$ cat src/rtl/nmi_line_pkg.sv
package nmi_line_pkg;

  typedef enum logic [1:0] {
    TRIG_LVL_LO = 2'd0,
    TRIG_FALL   = 2'd1,
    TRIG_LVL_HI = 2'd2,
    TRIG_RISE   = 2'd3
  } trig_mode_e;

  function automatic int unsigned ctrl_offset(int unsigned layout);
    ctrl_offset = (layout > 2) ? 0 : 0;
  endfunction

  function automatic int unsigned pend_offset(int unsigned layout);
    pend_offset = (layout == 2) ? 32'h08 : 32'h04;
  endfunction

  function automatic int unsigned en_offset(int unsigned layout);
    case (layout)
      0:       en_offset = 32'h34;
      1:       en_offset = 32'h08;
      default: en_offset = 32'h04;
    endcase
  endfunction

endpackage

$ cat src/rtl/nmi_line_sync.sv
module nmi_line_sync #(
  parameter int unsigned STAGES  = 2,
  parameter logic        RST_VAL = 1'b1
) (
  input  logic clk,
  input  logic rst_n,
  input  logic nmi_raw,
  output logic lvl_s,
  output logic lvl_prev
);

  logic [STAGES-1:0] stage_q;
  logic              prev_q;

  for (genvar g = 0; g < STAGES; g++) begin : g_stage
    if (g == 0) begin : g_first
      always_ff @(posedge clk or negedge rst_n) begin
        if (!rst_n) stage_q[0] <= RST_VAL;
        else        stage_q[0] <= nmi_raw;
      end
    end else begin : g_next
      always_ff @(posedge clk or negedge rst_n) begin
        if (!rst_n) stage_q[g] <= RST_VAL;
        else        stage_q[g] <= stage_q[g-1];
      end
    end
  end

  always_ff @(posedge clk or negedge rst_n) begin
    if (!rst_n) prev_q <= RST_VAL;
    else        prev_q <= stage_q[STAGES-1];
  end

  assign lvl_s    = stage_q[STAGES-1];
  assign lvl_prev = prev_q;

endmodule

$ cat src/rtl/nmi_line_trig.sv
module nmi_line_trig
  import nmi_line_pkg::*;
(
  input  trig_mode_e mode,
  input  logic       lvl_s,
  input  logic       lvl_prev,
  output logic       set_evt
);

  always_comb begin
    unique case (mode)
      TRIG_LVL_LO: set_evt = ~lvl_s;
      TRIG_LVL_HI: set_evt = lvl_s;
      TRIG_FALL:   set_evt = lvl_prev & ~lvl_s;
      TRIG_RISE:   set_evt = ~lvl_prev & lvl_s;
      default:     set_evt = 1'b0;
    endcase
  end

endmodule

$ cat src/rtl/nmi_line_regs.sv
module nmi_line_regs
  import nmi_line_pkg::*;
#(
  parameter int unsigned ADDR_W = 8,
  parameter int unsigned DATA_W = 32,
  parameter int unsigned LAYOUT = 1
) (
  input  logic              clk,
  input  logic              rst_n,
  input  logic [ADDR_W-1:0] bus_addr,
  input  logic              bus_wr,
  input  logic [DATA_W-1:0] bus_wdata,
  input  logic              set_evt,
  output logic [DATA_W-1:0] bus_rdata,
  output trig_mode_e        mode,
  output logic              pend_q,
  output logic              en_q
);

  localparam int unsigned CTRL_OFF = ctrl_offset(LAYOUT);
  localparam int unsigned PEND_OFF = pend_offset(LAYOUT);
  localparam int unsigned EN_OFF   = en_offset(LAYOUT);
  localparam logic [ADDR_W-1:0] CTRL_A = CTRL_OFF[ADDR_W-1:0];
  localparam logic [ADDR_W-1:0] PEND_A = PEND_OFF[ADDR_W-1:0];
  localparam logic [ADDR_W-1:0] EN_A   = EN_OFF[ADDR_W-1:0];

  logic [DATA_W-1:0] ctrl_q;
  logic [DATA_W-1:0] ctrl_d;
  logic              pend_d;
  logic              en_d;
  logic              hit_ctrl, hit_pend, hit_en;
  logic              ctrl_ld, en_ld, pend_clr;

  assign hit_ctrl = (bus_addr == CTRL_A);
  assign hit_pend = (bus_addr == PEND_A);
  assign hit_en   = (bus_addr == EN_A);

  assign ctrl_ld  = bus_wr & hit_ctrl;
  assign en_ld    = bus_wr & hit_en;
  assign pend_clr = bus_wr & hit_pend & bus_wdata[0];

  always_comb begin
    ctrl_d = ctrl_q;
    en_d   = en_q;
    if (ctrl_ld) ctrl_d = bus_wdata;
    if (en_ld)   en_d   = bus_wdata[0];
    pend_d = set_evt | (pend_q & ~pend_clr);
  end

  always_ff @(posedge clk or negedge rst_n) begin
    if (!rst_n) begin
      ctrl_q <= '0;
      en_q   <= 1'b0;
      pend_q <= 1'b0;
    end else begin
      if (ctrl_ld) ctrl_q <= ctrl_d;
      if (en_ld)   en_q   <= en_d;
      pend_q <= pend_d;
    end
  end

  assign mode = trig_mode_e'(ctrl_q[1:0]);

  always_comb begin
    bus_rdata = '0;
    if (hit_ctrl)      bus_rdata = ctrl_q;
    else if (hit_pend) bus_rdata[0] = pend_q;
    else if (hit_en)   bus_rdata[0] = en_q;
  end

endmodule

$ cat src/rtl/nmi_line_ctrl.sv
module nmi_line_ctrl
  import nmi_line_pkg::*;
#(
  parameter int unsigned ADDR_W      = 8,
  parameter int unsigned DATA_W      = 32,
  parameter int unsigned LAYOUT      = 1,
  parameter int unsigned SYNC_STAGES = 2,
  parameter logic        IDLE_LVL    = 1'b1
) (
  input  logic              clk,
  input  logic              rst_n,
  input  logic              nmi_in,
  input  logic [ADDR_W-1:0] bus_addr,
  input  logic              bus_wr,
  input  logic [DATA_W-1:0] bus_wdata,
  output logic [DATA_W-1:0] bus_rdata,
  output logic              irq_out
);

  logic       lvl_s, lvl_prev, set_evt, pend_q, en_q, irq_d;
  trig_mode_e mode;

  nmi_line_sync #(.STAGES(SYNC_STAGES), .RST_VAL(IDLE_LVL)) u_sync (
    .clk(clk), .rst_n(rst_n), .nmi_raw(nmi_in),
    .lvl_s(lvl_s), .lvl_prev(lvl_prev)
  );

  nmi_line_trig u_trig (
    .mode(mode), .lvl_s(lvl_s), .lvl_prev(lvl_prev), .set_evt(set_evt)
  );

  nmi_line_regs #(.ADDR_W(ADDR_W), .DATA_W(DATA_W), .LAYOUT(LAYOUT)) u_regs (
    .clk(clk), .rst_n(rst_n), .bus_addr(bus_addr), .bus_wr(bus_wr),
    .bus_wdata(bus_wdata), .set_evt(set_evt), .bus_rdata(bus_rdata),
    .mode(mode), .pend_q(pend_q), .en_q(en_q)
  );

  assign irq_d = pend_q & en_q;

  always_ff @(posedge clk or negedge rst_n) begin
    if (!rst_n) irq_out <= 1'b0;
    else        irq_out <= irq_d;
  end

endmodule

$ cat config.mk
export PLATFORM = sky130hd
export DESIGN_NAME = nmi_line_ctrl
export DESIGN_NICKNAME = d
export VERILOG_FILES = /design/src/rtl/nmi_line_pkg.sv /design/src/rtl/nmi_line_sync.sv /design/src/rtl/nmi_line_trig.sv /design/src/rtl/nmi_line_regs.sv /design/src/rtl/nmi_line_ctrl.sv
export SDC_FILE = /design/constraint.sdc
export NUM_CORES = 1
export LEC_CHECK = 0
export ABC_AREA = 1
export BUFFER_PORTS_ARGS = -buffer_cell sky130_fd_sc_hd__buf_2
export CAP_MARGIN = 20
export CORE_ASPECT_RATIO = 1.2
export CORE_MARGIN = 4
export CORE_UTILIZATION = 41
export CTS_BUF_LIST = sky130_fd_sc_hd__clkbuf_2
export DETAILED_ROUTE_END_ITERATION = 7
export GPL_TIMING_DRIVEN = 0
export PLACE_DENSITY = 0.69
export SKIP_CTS_REPAIR_TIMING = 1
export SYNTH_ARGS = -nofsm -noshare
export SYNTH_HDL_FRONTEND = slang
export SYNTH_HIERARCHICAL = 1
export SYNTH_SLANG_ARGS = --single-unit
$ cat constraint.sdc
create_clock -name clk -period 1.8 [get_ports clk]
set_input_delay 0.27 -clock clk [delete_from_list [all_inputs] [get_ports clk]]
set_output_delay 0.27 -clock clk [all_outputs]
set_load 0.01 [all_outputs]
### Word level (Yosys, flattened, before mapping)

Index checks and enable logic that the tools add are counted.

* word-level logic and storage cells: 31
* output and inout bits: 33
* bits of input ports: 44
* register bits: 38

* reductions and logical operators: 2
* equality and inequality tests: 5
* multiplexer cells: 5
* bitwise gates (word level): 12

Operator list (count)
* two-way mux 31 bit: 1
* AND 1 bit: 8
* equality test 8 x 3 -> 1 bit, second input constant: 1
* equality test 8 x 4 -> 1 bit, second input constant: 1
* logical NOT 8 bit: 1
* equality test 2 bit, second input constant: 2
* case mux 1 bit (4 select lines): 1
* two-way mux 1 bit: 3
* inverter 1 bit: 3
* equality test 2 x 1 -> 1 bit, second input constant: 1
* logical NOT 2 bit: 1
* bitwise OR 1 bit: 1

### Depth between registers and ports, before layout

Gate-level depths: netlist of run 1.

* word-level depth: 6
* depth in mapped cells: 7
* mapped depth without buffers: 6

### Cells and area by module

The synthesis of run 1 kept the hierarchy.

Modules (own cells, without submodules)
* nmi_line_regs: sequential area each 850.8 um^2, times used 1, cells each 243, area an instance 1865.5 um^2
* nmi_line_sync: sequential area each 78.8 um^2, times used 1, cells each 3, area an instance 78.8 um^2
* nmi_line_trig: sequential area each 0.0 um^2, times used 1, cells each 9, area an instance 33.8 um^2
* nmi_line_ctrl: sequential area each 25.0 um^2, times used 1, cells each 3, area an instance 32.5 um^2

### Worst setup path after synthesis of run 1

No wires, ideal clock.

* path kind: input to output
* from: in bus_addr[5]
* to: out bus_rdata[10]
* path slack: 515 ps
* cell stages on the path: 6
* required time: 1530 ps
* data arrival time: 1015 ps
* buffers on the path: 1
* path through: nor2_1 > nand2_2 > nor2_8 > inv_2 > buf_6 > nor2_2

* word-level cells in the longest chain between the ends: 2

RTL lines
* start, declared: RTL line nmi_line_ctrl.sv:13 `input logic [ADDR_W-1:0] bus_addr,`
* logical NOT 8 bit: RTL line nmi_line_regs.sv:34 `assign hit_ctrl = (bus_addr == CTRL_A);`
* two-way mux 31 bit: RTL line nmi_line_regs.sv:66 `if (hit_ctrl) bus_rdata = ctrl_q;`
* end, declared: RTL line nmi_line_ctrl.sv:16 `output logic [DATA_W-1:0] bus_rdata,`

No other way between the ends.

### Final worst setup path of run 1

* from: in bus_addr[3]
* to: out bus_rdata[17]

Same word-level chain as after synthesis.

==> metrics.txt, run 1 <==
# TYPE chip_impl_metric gauge
chip_impl_info{name="hold_class",value="input pin to flip-flop"} 1
chip_impl_metric{name="post_synth_and_or_nand_nor_area_fraction",unit="%"} 38.15
chip_impl_metric{name="antenna_violating_nets_post_route",unit=""} 0
chip_impl_metric{name="floorplan.initialDensity",unit="%"} 43.13
chip_impl_info{name="cell_types_with_the_largest_area_share_after_synthesis",value="sky130_fd_sc_hd__dfrtp_1 44%, sky130_fd_sc_hd__nand2_1 15%, sky130_fd_sc_hd__nor2_2 10%"} 1
chip_impl_metric{name="power-per-cell-area",unit="mW/mm2"} 625.8
chip_impl_metric{name="synth_seq_cells",unit=""} 38
chip_impl_metric{name="critical_path_arrival",unit="ns"} 1.32
chip_impl_metric{name="grt_max_degree",unit=""} 39
chip_impl_metric{name="worst-r2r-cell-count",unit=""} 7
chip_impl_metric{name="synthesis.area",unit="mm2"} 0.002011
chip_impl_metric{name="synth_mux_area_share",unit="%"} 0
chip_impl_metric{name="first_global_vias",unit=""} 1703
chip_impl_metric{name="synthesized_netlist_cell_count",unit=""} 258
chip_impl_info{name="main_combinational_cell_family_by_area_after_synthesis",value="simple AND/OR/NAND/NOR gates"} 1
chip_impl_metric{name="grt_first_pass_wirelength",unit="mm"} 7.396
chip_impl_metric{name="clock_sink_count",unit=""} 38
chip_impl_metric{name="total_leakage_power",unit="nW"} 1.453
chip_impl_metric{name="cp_num_buf_inv",unit=""} 4
chip_impl_metric{name="worst_skew_pair.late_latency",unit="ns"} 0.38
chip_impl_metric{name="die_y",unit="um"} 84.71
chip_impl_metric{name="worst_setup_hold_path_clk_slew",unit="ns"} 0.20
chip_impl_metric{name="place_congestion",unit=""} 0.7401
chip_impl_info{name="synth_top_flop_cell",value="sky130_fd_sc_hd__dfrtp_1"} 1
chip_impl_info{name="critical_path_class",value="input pin to output port"} 1
chip_impl_metric{name="grt.overflow.total",unit=""} 0
chip_impl_info{name="ys_top_cells_by_count",value="82 x sky130_fd_sc_hd__nand2_1, 41 x sky130_fd_sc_hd__inv_1, 37 x sky130_fd_sc_hd__nand3_1, 35 x sky130_fd_sc_hd__dfrtp_1, 32 x sky130_fd_sc_hd__nor2_2"} 1
chip_impl_metric{name="nets",unit=""} 386
chip_impl_metric{name="area_growth_syn_to_layout",unit="%"} 26.51
chip_impl_metric{name="global_route.usage.total",unit="%"} 15.45
chip_impl_metric{name="vias",unit=""} 1790
chip_impl_info{name="cp-endpoint",value="bus_rdata[17]"} 1
chip_impl_metric{name="detail_route.drc_violations",unit=""} 0
chip_impl_info{name="timing.critical_path.from_type",value="input pin"} 1
chip_impl_metric{name="boundaryPins",unit=""} 77
chip_impl_info{name="min_from",value="bus_wdata[27]"} 1
chip_impl_metric{name="cts-root-to-sink-buffers",unit=""} 2
chip_impl_metric{name="setup_tns",unit="ns"} 0
chip_impl_info{name="cp-end-kind",value="output port"} 1
chip_impl_info{name="critical_path.cell_chain",value="buf_2 -> nor2_1 -> nand2_2 -> nor2_8 -> inv_2 -> buf_6 -> nor2_2 -> buf_2"} 1
chip_impl_metric{name="synth_warnings",unit=""} 6
chip_impl_metric{name="drt-total-wl",unit="mm"} 4.420
chip_impl_info{name="netlist.top_cell.by_area",value="sky130_fd_sc_hd__dfrtp_1"} 1
chip_impl_metric{name="crit_path_max_incr_delay",unit="ns"} 0.18
chip_impl_info{name="startpoint",value="bus_addr[3]"} 1
chip_impl_metric{name="route.detailed.vias_per_inst",unit=""} 4.464
chip_impl_info{name="rsz_0062_raised_after_global_routing",value="false"} 1
chip_impl_metric{name="average_cell_area_after_synthesis",unit="um2"} 7.793
chip_impl_metric{name="post_synth_num_cell_types",unit=""} 15
chip_impl_metric{name="floorplan.rows",unit=""} 27
chip_impl_info{name="post-synth-top-count-cell",value="sky130_fd_sc_hd__nand2_1"} 1
chip_impl_metric{name="mappedNetlistNets",unit=""} 302
chip_impl_info{name="cts_root_buffer",value="sky130_fd_sc_hd__clkbuf_2"} 1
chip_impl_metric{name="cts-buffers-inserted",unit=""} 5
chip_impl_metric{name="diodes",unit=""} 0
chip_impl_info{name="reg_to_reg_critical_path_endpoint",value="u_regs/pend_q"} 1
chip_impl_info{name="worst_r2r_startpoint",value="u_regs/ctrl_q[1]"} 1
chip_impl_info{name="status",value="finished clean"} 1
chip_impl_metric{name="worst-endpoint-required",unit="ns"} 1.53
chip_impl_metric{name="finalMaxSlewViolations",unit=""} 0
chip_impl_metric{name="fmaxAchievable",unit="MHz"} 628.5
chip_impl_metric{name="full_die_area",unit="mm2"} 0.006093
chip_impl_metric{name="tightestPinTransition",unit="ns"} 0.8368
chip_impl_info{name="cpLargestDelayFamily",value="simple AND/OR/NAND/NOR gates"} 1
chip_impl_metric{name="routed_wire_length_per_instance",unit="um"} 11.02
chip_impl_metric{name="power.ir.vdd_worst",unit="mV"} 0.4571
chip_impl_metric{name="synth_xor_area_share",unit="%"} 0
chip_impl_metric{name="fin_crit",unit="ns"} 1.591
chip_impl_metric{name="antenna_found_initial",unit=""} 0
chip_impl_metric{name="port_buffers",unit=""} 75
chip_impl_metric{name="final-hold-violation-count",unit=""} 0
chip_impl_metric{name="worst-path-stages",unit=""} 8
chip_impl_metric{name="critical_path.max_fanout",unit=""} 10
chip_impl_metric{name="post_synth_fa_ha_maj_area_fraction",unit="%"} 0
chip_impl_info{name="slowest_stage",value="sky130_fd_sc_hd__nor2_8"} 1
chip_impl_metric{name="postLayoutCoreUtil",unit="%"} 54.56
chip_impl_metric{name="design.core.area",unit="mm2"} 0.004662
chip_impl_metric{name="synth-compound-area-share",unit="%"} 0
chip_impl_metric{name="cap_viol_max_count",unit=""} 0
chip_impl_metric{name="die_w",unit="um"} 71.93
chip_impl_metric{name="layout-drive-gt1-share",unit="%"} 39.94
chip_impl_metric{name="synth.yosys.seq_area_share",unit="%"} 47.48
chip_impl_metric{name="ctsHtreeMaxLevel",unit=""} 2
chip_impl_metric{name="relSlewSlack",unit="%"} 44.21
chip_impl_info{name="tritoncts",value="done"} 1
chip_impl_metric{name="report.final.setup_viol",unit=""} 0
chip_impl_metric{name="postSynth.asyncResetShare",unit="%"} 100.0
chip_impl_info{name="critical-path-top-cell-by-count",value="sky130_fd_sc_hd__buf_2"} 1
chip_impl_metric{name="number_of_enable_type_register_cells_in_the_synthesized_netlist",unit=""} 0
chip_impl_metric{name="rrSetupSlack",unit="ns"} 0.89
chip_impl_metric{name="dp_hpwl",unit="mm"} 3.242
chip_impl_metric{name="post-route-period-util",unit="%"} 88.40
chip_impl_metric{name="drt_iter0_markers",unit=""} 104
chip_impl_metric{name="synth_top_cell_area_share",unit="%"} 43.56
chip_impl_metric{name="firstDrtPassIters",unit=""} 4
chip_impl_metric{name="clock-skew-final",unit="ns"} 0.006040
==> registers in the layout, summed over array words and instances, names as in the netlist <==
signal and flops:
u_regs/en_q 1, u_sync/stage_q 1, u_regs/pend_q 1, irq_out 1, u_sync/lvl_prev 1, u_sync/lvl_s 1, u_regs/ctrl_q 32
==> metrics by stage <==
step	hold slack [ns]	total power, W	std cells	instance area, um2	worst slack (ns)
CTS	-0.06954	0.001612	399	2524	0.2022
detailed placement	0.3473	0.001092	391	2459	0.2040
global placement	0.3491	0.001087	391	2459	0.2231
floorplan	-0.02559	0.001006	258	2011	0.5146
finish	0.09851	0.001592	401	2544	0.2088
global route	0.04394	0.001685	401	2544	0.1227
==> worst min-delay path: stages <==
cell and delay (ns):
sky130_fd_sc_hd__buf_2 0.08, sky130_fd_sc_hd__nand3_1 0.06, sky130_fd_sc_hd__nand2_1 0.06
==> layout by cell type (no fill, tap or decap) <==
master,instances
sky130_fd_sc_hd__dfstp_2,3
sky130_fd_sc_hd__clkbuf_1,1
sky130_fd_sc_hd__clkinv_2,2
sky130_fd_sc_hd__nor2_2,32
sky130_fd_sc_hd__nand2_2,2
sky130_fd_sc_hd__dfrtp_1,35
sky130_fd_sc_hd__dlygate4sd3_1,2
sky130_fd_sc_hd__clkbuf_2,5
sky130_fd_sc_hd__nor2_8,1
sky130_fd_sc_hd__inv_2,1
sky130_fd_sc_hd__nand2_4,1
sky130_fd_sc_hd__buf_4,3
sky130_fd_sc_hd__nor2_1,8
sky130_fd_sc_hd__buf_6,8
sky130_fd_sc_hd__nand3_1,37
sky130_fd_sc_hd__buf_2,78
sky130_fd_sc_hd__bufinv_16,1
sky130_fd_sc_hd__nand2_1,82
sky130_fd_sc_hd__inv_1,41
==> worst min path at each step <==
stage	to	slack (ns)	cells after the start
floorplan	irq_out	-0.03	0
global placement	u_sync/lvl_s	0.35	0
detailed placement	u_sync/lvl_s	0.35	0
CTS	u_sync/stage_q[0]	-0.07	1
global route	u_regs/ctrl_q[27]	0.04	3
finish	u_regs/ctrl_q[27]	0.1	3
==> logic make-up (layout without fill, tap and decap cells) <==
group	count (synthesis)	count (layout)
buffers and inverters	57	142
DFF	38	38
and+or+nand+nor	163	163
==> report_power, final <==
group          switching [W]  leakage (nW)  internal (W)
logic              0.0000927         0.901     0.0000676
clock network       0.000284        0.0427      0.000231
registers          0.0000206         0.509      0.000896
==> metal layers <==
metal	vias up	wire, um	GRT usage, %
li1	925	-	-
met1	804	1847	18.26
met2	56	2236	27.42
met3	5	302	4.311
met4	0	34	3.590
met5	-	0	0
==> cell type report <==
cell class / instances / area (um2)
plain buffers: 15 / 131.4
repair buffers: 77 / 395.4
clock buffers: 5 / 25.02
flip-flops and latches: 38 / 954.7
fillers: 487 / 2118
inverters: 42 / 157.7
multi-input cells: 163 / 767.0
well taps: 58 / 72.57
clock inverters: 3 / 40.04
Power figures use the tool's default switching activity.
==> inputs of run 2 (changes only) <==
- CTS_BUF_LIST: sky130_fd_sc_hd__clkbuf_2 -> sky130_fd_sc_hd__clkbuf_8
- SYNTH_HIERARCHICAL: 1 -> not set
==> run 2 against run 1 <==
  * Non-clock buffer count shrank 4
  * Count of clock-buffer cells in the layout rose by 1
  * Utilization is 0.41 points lower
  * Sequential power barely moved
  * Worst setup slack improved by 0.065 ns
  * Sequential cell count unchanged
  * Combinational power down 7%
  * Total power grew 1.9%
  * Wire length decreased by 6.0%
  * Cell count shrank 2.2%
  * Synthesized cell count is 1.9% lower
  * Clock skew decreased by 0.0036 ns
==> metrics.txt, run 2 <==
# TYPE chip_impl_metric gauge
chip_impl_info{name="status",value="finished clean"} 1
chip_impl_metric{name="drt-total-wl",unit="mm"} 4.156
chip_impl_metric{name="place.detailed.instances",unit=""} 386
chip_impl_metric{name="power-per-cell-area",unit="mW/mm2"} 647.5
chip_impl_metric{name="synth.yosys.seq_area_share",unit="%"} 48.32
chip_impl_metric{name="grt_first_pass_wirelength",unit="mm"} 7.189
chip_impl_info{name="critical_path_class",value="input pin to output port"} 1
chip_impl_metric{name="power.ir.vdd_worst",unit="mV"} 0.4233
chip_impl_metric{name="nets",unit=""} 379
chip_impl_metric{name="synth_seq_cells",unit=""} 38
chip_impl_metric{name="average_cell_area_after_synthesis",unit="um2"} 7.809
chip_impl_metric{name="dp_hpwl",unit="mm"} 3.147
chip_impl_metric{name="post-route-period-util",unit="%"} 84.81
chip_impl_info{name="largest-register",value="u_regs.ctrl_q"} 1
chip_impl_metric{name="finalMaxSlewViolations",unit=""} 0
chip_impl_metric{name="synthesis.area",unit="mm2"} 0.001976
chip_impl_info{name="tritoncts",value="done"} 1
chip_impl_metric{name="worst_setup_hold_path_clk_slew",unit="ns"} 0.06
chip_impl_metric{name="worst-endpoint-required",unit="ns"} 1.53
chip_impl_metric{name="place_congestion",unit=""} 0.7297
chip_impl_metric{name="cap_viol_max_count",unit=""} 0
chip_impl_info{name="hold_class",value="input pin to async pin"} 1
chip_impl_metric{name="die_y",unit="um"} 84.04
chip_impl_metric{name="critical_path_arrival",unit="ns"} 1.26
chip_impl_metric{name="report.final.setup_viol",unit=""} 0
chip_impl_metric{name="worst_skew_pair.late_latency",unit="ns"} 0.27
chip_impl_metric{name="layout-drive-gt1-share",unit="%"} 39.22
chip_impl_metric{name="clock-skew-final",unit="ns"} 0.002404
chip_impl_info{name="mostFrequentLayoutCell",value="sky130_fd_sc_hd__nand2_1"} 1
chip_impl_metric{name="synthesized_netlist_cell_count",unit=""} 253
chip_impl_metric{name="antenna_found_initial",unit=""} 0
chip_impl_metric{name="non_filler_cells_in_the_finished_layout",unit=""} 392
chip_impl_metric{name="mappedNetlistNets",unit=""} 297
chip_impl_metric{name="clock_sink_count",unit=""} 38
chip_impl_info{name="cp-end-kind",value="output port"} 1
chip_impl_info{name="rsz_0062_raised_after_global_routing",value="false"} 1
chip_impl_metric{name="floorplan.rows",unit=""} 27
chip_impl_metric{name="antenna_violating_nets_post_route",unit=""} 0
chip_impl_metric{name="full_die_area",unit="mm2"} 0.005998
chip_impl_metric{name="worst-path-stages",unit=""} 8
chip_impl_metric{name="cts-buffers-inserted",unit=""} 5
chip_impl_metric{name="relSlewSlack",unit="%"} 44.44
chip_impl_metric{name="largest_register_ffs",unit=""} 32
chip_impl_metric{name="ctsHtreeMaxLevel",unit=""} 2
chip_impl_metric{name="postSynth.asyncResetShare",unit="%"} 100.0
chip_impl_info{name="cts_root_buffer",value="sky130_fd_sc_hd__clkbuf_8"} 1
chip_impl_metric{name="final-hold-violation-count",unit=""} 0
chip_impl_metric{name="global_route.usage.total",unit="%"} 14.86
chip_impl_metric{name="synth_top_cell_area_share",unit="%"} 44.33
chip_impl_metric{name="total_leakage_power",unit="nW"} 1.412
chip_impl_metric{name="detail_route.drc_violations",unit=""} 0
chip_impl_metric{name="cp_num_buf_inv",unit=""} 4
chip_impl_metric{name="fmaxAchievable",unit="MHz"} 655.1
chip_impl_info{name="post-synth-top-count-cell",value="sky130_fd_sc_hd__nand2_1"} 1
chip_impl_metric{name="die_w",unit="um"} 71.37
chip_impl_metric{name="port_buffers",unit=""} 75
chip_impl_metric{name="post_synth_num_cell_types",unit=""} 16
chip_impl_metric{name="number_of_enable_type_register_cells_in_the_synthesized_netlist",unit=""} 0
chip_impl_metric{name="drt_iter0_markers",unit=""} 73
chip_impl_info{name="layout_common_cells",value="78 x sky130_fd_sc_hd__nand2_1, 77 x sky130_fd_sc_hd__buf_2, 40 x sky130_fd_sc_hd__inv_1, 38 x sky130_fd_sc_hd__nand3_1, 35 x sky130_fd_sc_hd__dfrtp_1"} 1
chip_impl_metric{name="boundaryPins",unit=""} 77
chip_impl_metric{name="critical_path.max_fanout",unit=""} 10
chip_impl_metric{name="floorplan.initialDensity",unit="%"} 42.69
chip_impl_metric{name="routed_wire_length_per_instance",unit="um"} 10.60
chip_impl_info{name="critical-path-top-cell-by-count",value="sky130_fd_sc_hd__buf_2"} 1
chip_impl_info{name="critical_path.cell_chain",value="buf_2 -> nor2_1 -> nand2_2 -> nor2_8 -> inv_2 -> buf_6 -> nor2_2 -> buf_2"} 1
chip_impl_info{name="slowest_stage",value="sky130_fd_sc_hd__nor2_8"} 1
chip_impl_metric{name="num-fill-cells",unit=""} 479
chip_impl_metric{name="diodes",unit=""} 0
chip_impl_metric{name="tightestPinTransition",unit="ns"} 0.8333
chip_impl_metric{name="design.core.area",unit="mm2"} 0.004628
chip_impl_metric{name="firstDrtPassIters",unit=""} 4
chip_impl_info{name="ys_top_cells_by_count",value="78 x sky130_fd_sc_hd__nand2_1, 40 x sky130_fd_sc_hd__inv_1, 38 x sky130_fd_sc_hd__nand3_1, 35 x sky130_fd_sc_hd__dfrtp_1, 31 x sky130_fd_sc_hd__nor2_2"} 1
chip_impl_metric{name="synth_warnings",unit=""} 0
chip_impl_metric{name="fin_crit",unit="ns"} 1.527
chip_impl_info{name="timing.critical_path.from_type",value="input pin"} 1
chip_impl_info{name="cell_types_with_the_largest_area_share_after_synthesis",value="sky130_fd_sc_hd__dfrtp_1 44%, sky130_fd_sc_hd__nand2_1 15%, sky130_fd_sc_hd__nor2_2 9.8%"} 1
chip_impl_metric{name="first_global_vias",unit=""} 1724
chip_impl_metric{name="route.detailed.vias_per_inst",unit=""} 4.385
chip_impl_metric{name="setup_tns",unit="ns"} 0
chip_impl_metric{name="crit_path_max_incr_delay",unit="ns"} 0.19
chip_impl_metric{name="area_growth_syn_to_layout",unit="%"} 26.85
chip_impl_info{name="cpLargestDelayFamily",value="simple AND/OR/NAND/NOR gates"} 1
chip_impl_metric{name="grt.overflow.total",unit=""} 0
chip_impl_metric{name="grt_max_degree",unit=""} 39
chip_impl_info{name="synth_top_flop_cell",value="sky130_fd_sc_hd__dfrtp_1"} 1
chip_impl_metric{name="vias",unit=""} 1719
chip_impl_info{name="reg_to_reg_critical_path_endpoint",value="u_regs.pend_q"} 1
chip_impl_metric{name="rrSetupSlack",unit="ns"} 0.89
chip_impl_info{name="worst_r2r_startpoint",value="u_sync.lvl_s"} 1
chip_impl_info{name="netlist.top_cell.by_area",value="sky130_fd_sc_hd__dfrtp_1"} 1
chip_impl_metric{name="worst-r2r-cell-count",unit=""} 5
chip_impl_metric{name="cts-root-to-sink-buffers",unit=""} 2
## run 2: changes by cell type in the layout (fill, tap and decap cells not counted), sizes merged
cell	change
o21ai	+1
clkinv	-2
bufinv	-1
dlygate4sd3	-2
clkbuf	+2
buf	-3
nand2	-4
inv	-1
nand3	+1
## run 2: area by class of cell
cell class              count  area, um2  share of cell area [%]
plain buffers              13      107.6                   4.294
clock buffers               6      82.58                   3.295
inverters                  41      153.9                   6.141
multi-input cells         161      759.5                   30.30
flip-flops and latches     38      954.7                   38.09
well taps                  58      72.57                   2.896
repair buffers             75      375.4                   14.98
## run 2: cells by family (layout without fill, tap and decap cells)
kind of cell	after synthesis	in the layout	share of synthesized area [%]
DFF	38	38	48.32
buffers and inverters	54	135	13.24
and+or+nand+nor	160	160	38.19
AOI/OAI and AO/OA	1	1	0.2531
## run 2: metrics by stage
stage               worst slack [ns]  area [um2]  power, W  utilization (%)  hold slack, ns
floorplan                     0.5255        1976  0.001002                -        -0.02559
global placement              0.2330        2424  0.001083            52.37          0.3511
global route                  0.1739        2506  0.001725            54.15         0.06533
detailed placement            0.2368        2424  0.001085            52.37          0.3521
finish                        0.2735        2506  0.001623            54.15         0.08774
CTS                           0.2310        2506  0.001657            54.15         0.07292
## run 2: how the worst max path moves through the flow
stage | start | endpoint | slack (ns)
finish | bus_addr[5] | bus_rdata[9] | 0.27
CTS | bus_addr[5] | bus_rdata[9] | 0.23
global placement | bus_addr[5] | bus_rdata[9] | 0.23
global route | bus_addr[1] | bus_rdata[9] | 0.17
floorplan | bus_addr[5] | bus_rdata[10] | 0.53
detailed placement | bus_addr[5] | bus_rdata[9] | 0.24
## run 2: metal layers
metal / routed length, um / up-vias / track usage (%)
met5: 0 / - / 0
met4: 19 / 0 / 3.077
met3: 255 / 4 / 4.217
met2: 2204 / 39 / 27.17
met1: 1676 / 766 / 16.84
li1: - / 910 / -
## run 2: power by group
group / switching [W] / leakage (nW) / internal, W
registers: 0.0000202 / 0.509 / 0.000896
clock network: 0.000262 / 0.0431 / 0.000295
logic: 0.0000882 / 0.860 / 0.0000612
total: 0.000370 / 1.41 / 0.00125
## run 2: worst reg2reg max path, delay by kind of cell, from the launching register on
family | cells | cell delay [ns]
AND/OR/NAND/NOR | 3 | 0.16
buffers and inverters | 1 | 0.05
AO/OA/AOI/OAI | 1 | 0.06
flip-flops | 1 | 0.54
==> inputs of run 3 (changes only) <==
- ABC_AREA: 1 -> 0
- PLACE_DENSITY: 0.69 -> 0.73
- clock period: 1.8 -> 1.4 ns (I/O delays scaled with it)
==> run 3 against run 2 <==
  * The flow now finishes with violations (setup timing)
  * Highest routed layer unchanged
  * Clock power is 32% higher
  * Critical path type unchanged
  * Critical endpoint is now bus_rdata[8]
  * Count of clock-buffer cells in the layout did not move
  * Register-to-register slack got worse by 0.46 ns
==> metrics.txt, run 3 <==
# TYPE chip_impl_metric gauge
chip_impl_info{name="hold_class",value="input pin to flip-flop"} 1
chip_impl_info{name="mostFrequentLayoutCell",value="sky130_fd_sc_hd__buf_2"} 1
chip_impl_metric{name="dp_hpwl",unit="mm"} 2.670
chip_impl_metric{name="critical_path_arrival",unit="ns"} 1.36
chip_impl_metric{name="report.final.setup_viol",unit=""} 31
chip_impl_metric{name="synthesis.area",unit="mm2"} 0.001832
chip_impl_metric{name="average_cell_area_after_synthesis",unit="um2"} 14.31
chip_impl_metric{name="detail_route.drc_violations",unit=""} 0
chip_impl_info{name="layout_common_cells",value="69 x sky130_fd_sc_hd__buf_2, 35 x sky130_fd_sc_hd__dfrtp_1, 30 x sky130_fd_sc_hd__mux2_4, 27 x sky130_fd_sc_hd__and2_1, 14 x sky130_fd_sc_hd__buf_6"} 1
chip_impl_info{name="timing.critical_path.from_type",value="input pin"} 1
chip_impl_metric{name="antenna_violating_nets_post_route",unit=""} 0
chip_impl_metric{name="finalMaxSlewViolations",unit=""} 0
chip_impl_metric{name="clock_sink_count",unit=""} 38
chip_impl_info{name="cp-end-kind",value="output port"} 1
chip_impl_info{name="cell_types_with_the_largest_area_share_after_synthesis",value="sky130_fd_sc_hd__dfrtp_1 48%, sky130_fd_sc_hd__mux2_4 25%, sky130_fd_sc_hd__and2_1 11%"} 1
chip_impl_metric{name="mappedNetlistNets",unit=""} 172
chip_impl_metric{name="vias",unit=""} 1270
chip_impl_metric{name="antenna_found_initial",unit=""} 0
chip_impl_info{name="synth_top_flop_cell",value="sky130_fd_sc_hd__dfrtp_1"} 1
chip_impl_metric{name="relSlewSlack",unit="%"} 43.62
chip_impl_metric{name="first_global_vias",unit=""} 1364
chip_impl_metric{name="firstDrtPassIters",unit=""} 4
chip_impl_metric{name="dpl_worst_slack",unit="ns"} -0.4880
chip_impl_metric{name="place_congestion",unit=""} 0.7683
chip_impl_metric{name="critical_path.max_fanout",unit=""} 10
chip_impl_metric{name="layout-drive-gt1-share",unit="%"} 64.65
chip_impl_metric{name="nets",unit=""} 258
chip_impl_metric{name="floorplan.rows",unit=""} 26
chip_impl_metric{name="non_filler_cells_in_the_finished_layout",unit=""} 271
chip_impl_metric{name="routed_wire_length_per_instance",unit="um"} 14.30
chip_impl_metric{name="post_synth_num_cell_types",unit=""} 21
chip_impl_info{name="critical_path_class",value="input pin to output port"} 1
chip_impl_metric{name="synthesized_netlist_cell_count",unit=""} 128
chip_impl_info{name="netlist.top_cell.by_area",value="sky130_fd_sc_hd__dfrtp_1"} 1
chip_impl_metric{name="cap_viol_max_count",unit=""} 0
chip_impl_metric{name="worst-endpoint-required",unit="ns"} 1.19
chip_impl_metric{name="grt_max_degree",unit=""} 39
chip_impl_metric{name="die_w",unit="um"} 69.02
chip_impl_info{name="ys_top_cells_by_count",value="35 x sky130_fd_sc_hd__dfrtp_1, 32 x sky130_fd_sc_hd__and2_1, 30 x sky130_fd_sc_hd__mux2_4"} 1
chip_impl_metric{name="clock-skew-final",unit="ns"} 0.0006305
chip_impl_metric{name="floorplan.initialDensity",unit="%"} 42.66
chip_impl_metric{name="design.core.area",unit="mm2"} 0.004294
chip_impl_metric{name="cts-buffers-inserted",unit=""} 5
chip_impl_metric{name="worst_skew_pair.late_latency",unit="ns"} 0.28
chip_impl_metric{name="post-route-period-util",unit="%"} 112.1
chip_impl_metric{name="route.detailed.vias_per_inst",unit=""} 4.686
chip_impl_metric{name="cts-root-to-sink-buffers",unit=""} 2
chip_impl_metric{name="diodes",unit=""} 0
chip_impl_metric{name="timing.final.ws_setup",unit="ns"} -0.1699
chip_impl_metric{name="drt_iter0_markers",unit=""} 45
chip_impl_metric{name="ctsHtreeMaxLevel",unit=""} 2
chip_impl_info{name="failed_checks",value="setup timing"} 1
chip_impl_metric{name="fmaxAchievable",unit="MHz"} 637.0
chip_impl_metric{name="full_die_area",unit="mm2"} 0.005605
chip_impl_metric{name="synth_warnings",unit=""} 0
chip_impl_metric{name="final-hold-violation-count",unit=""} 0
chip_impl_metric{name="setup_tns",unit="ns"} -4.437
chip_impl_info{name="post-synth-top-count-cell",value="sky130_fd_sc_hd__dfrtp_1"} 1
chip_impl_metric{name="worst_setup_hold_path_clk_slew",unit="ns"} 0.07
chip_impl_metric{name="synth_top_cell_area_share",unit="%"} 47.81
chip_impl_metric{name="fin_crit",unit="ns"} 1.570
chip_impl_info{name="status",value="finished with violations"} 1
chip_impl_metric{name="synth_seq_cells",unit=""} 38
chip_impl_metric{name="tightestPinTransition",unit="ns"} 0.8458
chip_impl_metric{name="grt.overflow.total",unit=""} 0
chip_impl_metric{name="power.ir.vdd_worst",unit="mV"} 0.4195
chip_impl_info{name="tritoncts",value="done"} 1
chip_impl_metric{name="global_route.usage.total",unit="%"} 14.01
chip_impl_metric{name="largest_register_ffs",unit=""} 32
chip_impl_metric{name="synth.yosys.seq_area_share",unit="%"} 52.12
chip_impl_metric{name="design_area",unit="mm2"} 0.002490
chip_impl_metric{name="area_growth_syn_to_layout",unit="%"} 35.93
chip_impl_metric{name="power-per-cell-area",unit="mW/mm2"} 846.0
chip_impl_info{name="largest-register",value="u_regs.ctrl_q"} 1
chip_impl_metric{name="total_leakage_power",unit="nW"} 1.426
chip_impl_metric{name="place.detailed.instances",unit=""} 260
chip_impl_metric{name="postSynth.asyncResetShare",unit="%"} 100.0
chip_impl_metric{name="port_buffers",unit=""} 76
chip_impl_metric{name="die_y",unit="um"} 81.22
chip_impl_metric{name="number_of_enable_type_register_cells_in_the_synthesized_netlist",unit=""} 0
chip_impl_metric{name="grt_first_pass_wirelength",unit="mm"} 6.237
chip_impl_info{name="rsz_0062_raised_after_global_routing",value="true"} 1
chip_impl_metric{name="drt-total-wl",unit="mm"} 3.876
chip_impl_metric{name="boundaryPins",unit=""} 77
chip_impl_info{name="cts_root_buffer",value="sky130_fd_sc_hd__clkbuf_8"} 1
chip_impl_metric{name="placedInstanceArea",unit="mm2"} 0.002282
run 3: kinds of logic after synthesis:
family                 share of synthesized area (%)
AND/OR/NAND/NOR                                17.35
flip-flops                                     52.12
multiplexers                                   26.43
buffers and inverters                          2.459
AO/OA/AOI/OAI                                  1.639
run 3: metrics by stage:
step | hold WS [ns] | util, % | power (W)
floorplan | -0.08559 | - | 0.001274
global placement | 0.3167 | 53.15 | 0.001373
detailed placement | 0.3183 | 53.15 | 0.001380
CTS | 0.01249 | 55.27 | 0.002138
global route | 0.004390 | 57.98 | 0.002215
finish | 0.02444 | 57.98 | 0.002106
run 3: final cells by class:
type,instances,area (um2)
multi-input cells,84,855.8
flip-flops and latches,38,954.7
clock inverters,2,8.758
fillers,383,1804
repair buffers,79,450.4
well taps,56,70.07
clock buffers,6,82.58
plain buffers,6,67.56
run 3: worst paths after layout:
kind | start | to | slack (ns) | depth (start not counted)
setup reg to reg | u_sync.lvl_prev | u_regs.pend_q | 0.43 | 2
max in group asynchronous | rst_n | u_regs.ctrl_q[29] | 0.84 | 1
hold reg to reg | u_sync.stage_q[0] | u_sync.lvl_s | 0.36 | 0
setup / recovery | bus_addr[4] | bus_rdata[8] | -0.17 | 6
min in group asynchronous | rst_n | u_regs.ctrl_q[5] | 0.03 | 1
hold / removal | nmi_in | u_sync.stage_q[0] | 0.02 | 1
run 3: where the power goes:
group / internal [W] / switching (W)
Clock: 0.000389 / 0.000348
Combinational: 0.000117 / 0.0000723
Sequential: 0.00115 / 0.0000266
Total: 0.00166 / 0.000447
run 3: routing by layer:
metal,part of all wire (%),global-route usage (%)
met1,40,15.40
met2,51,25.29
met3,8.6,4.950
met4,1.1,4.688
met5,0,0
run 3: worst max-delay path, stage by stage:
cell and delay [ns]:
sky130_fd_sc_hd__buf_6 0.10, sky130_fd_sc_hd__nor4_4 0.35, sky130_fd_sc_hd__and3_4 0.31, sky130_fd_sc_hd__buf_6 0.14, sky130_fd_sc_hd__and2_1 0.13, sky130_fd_sc_hd__buf_2 0.13
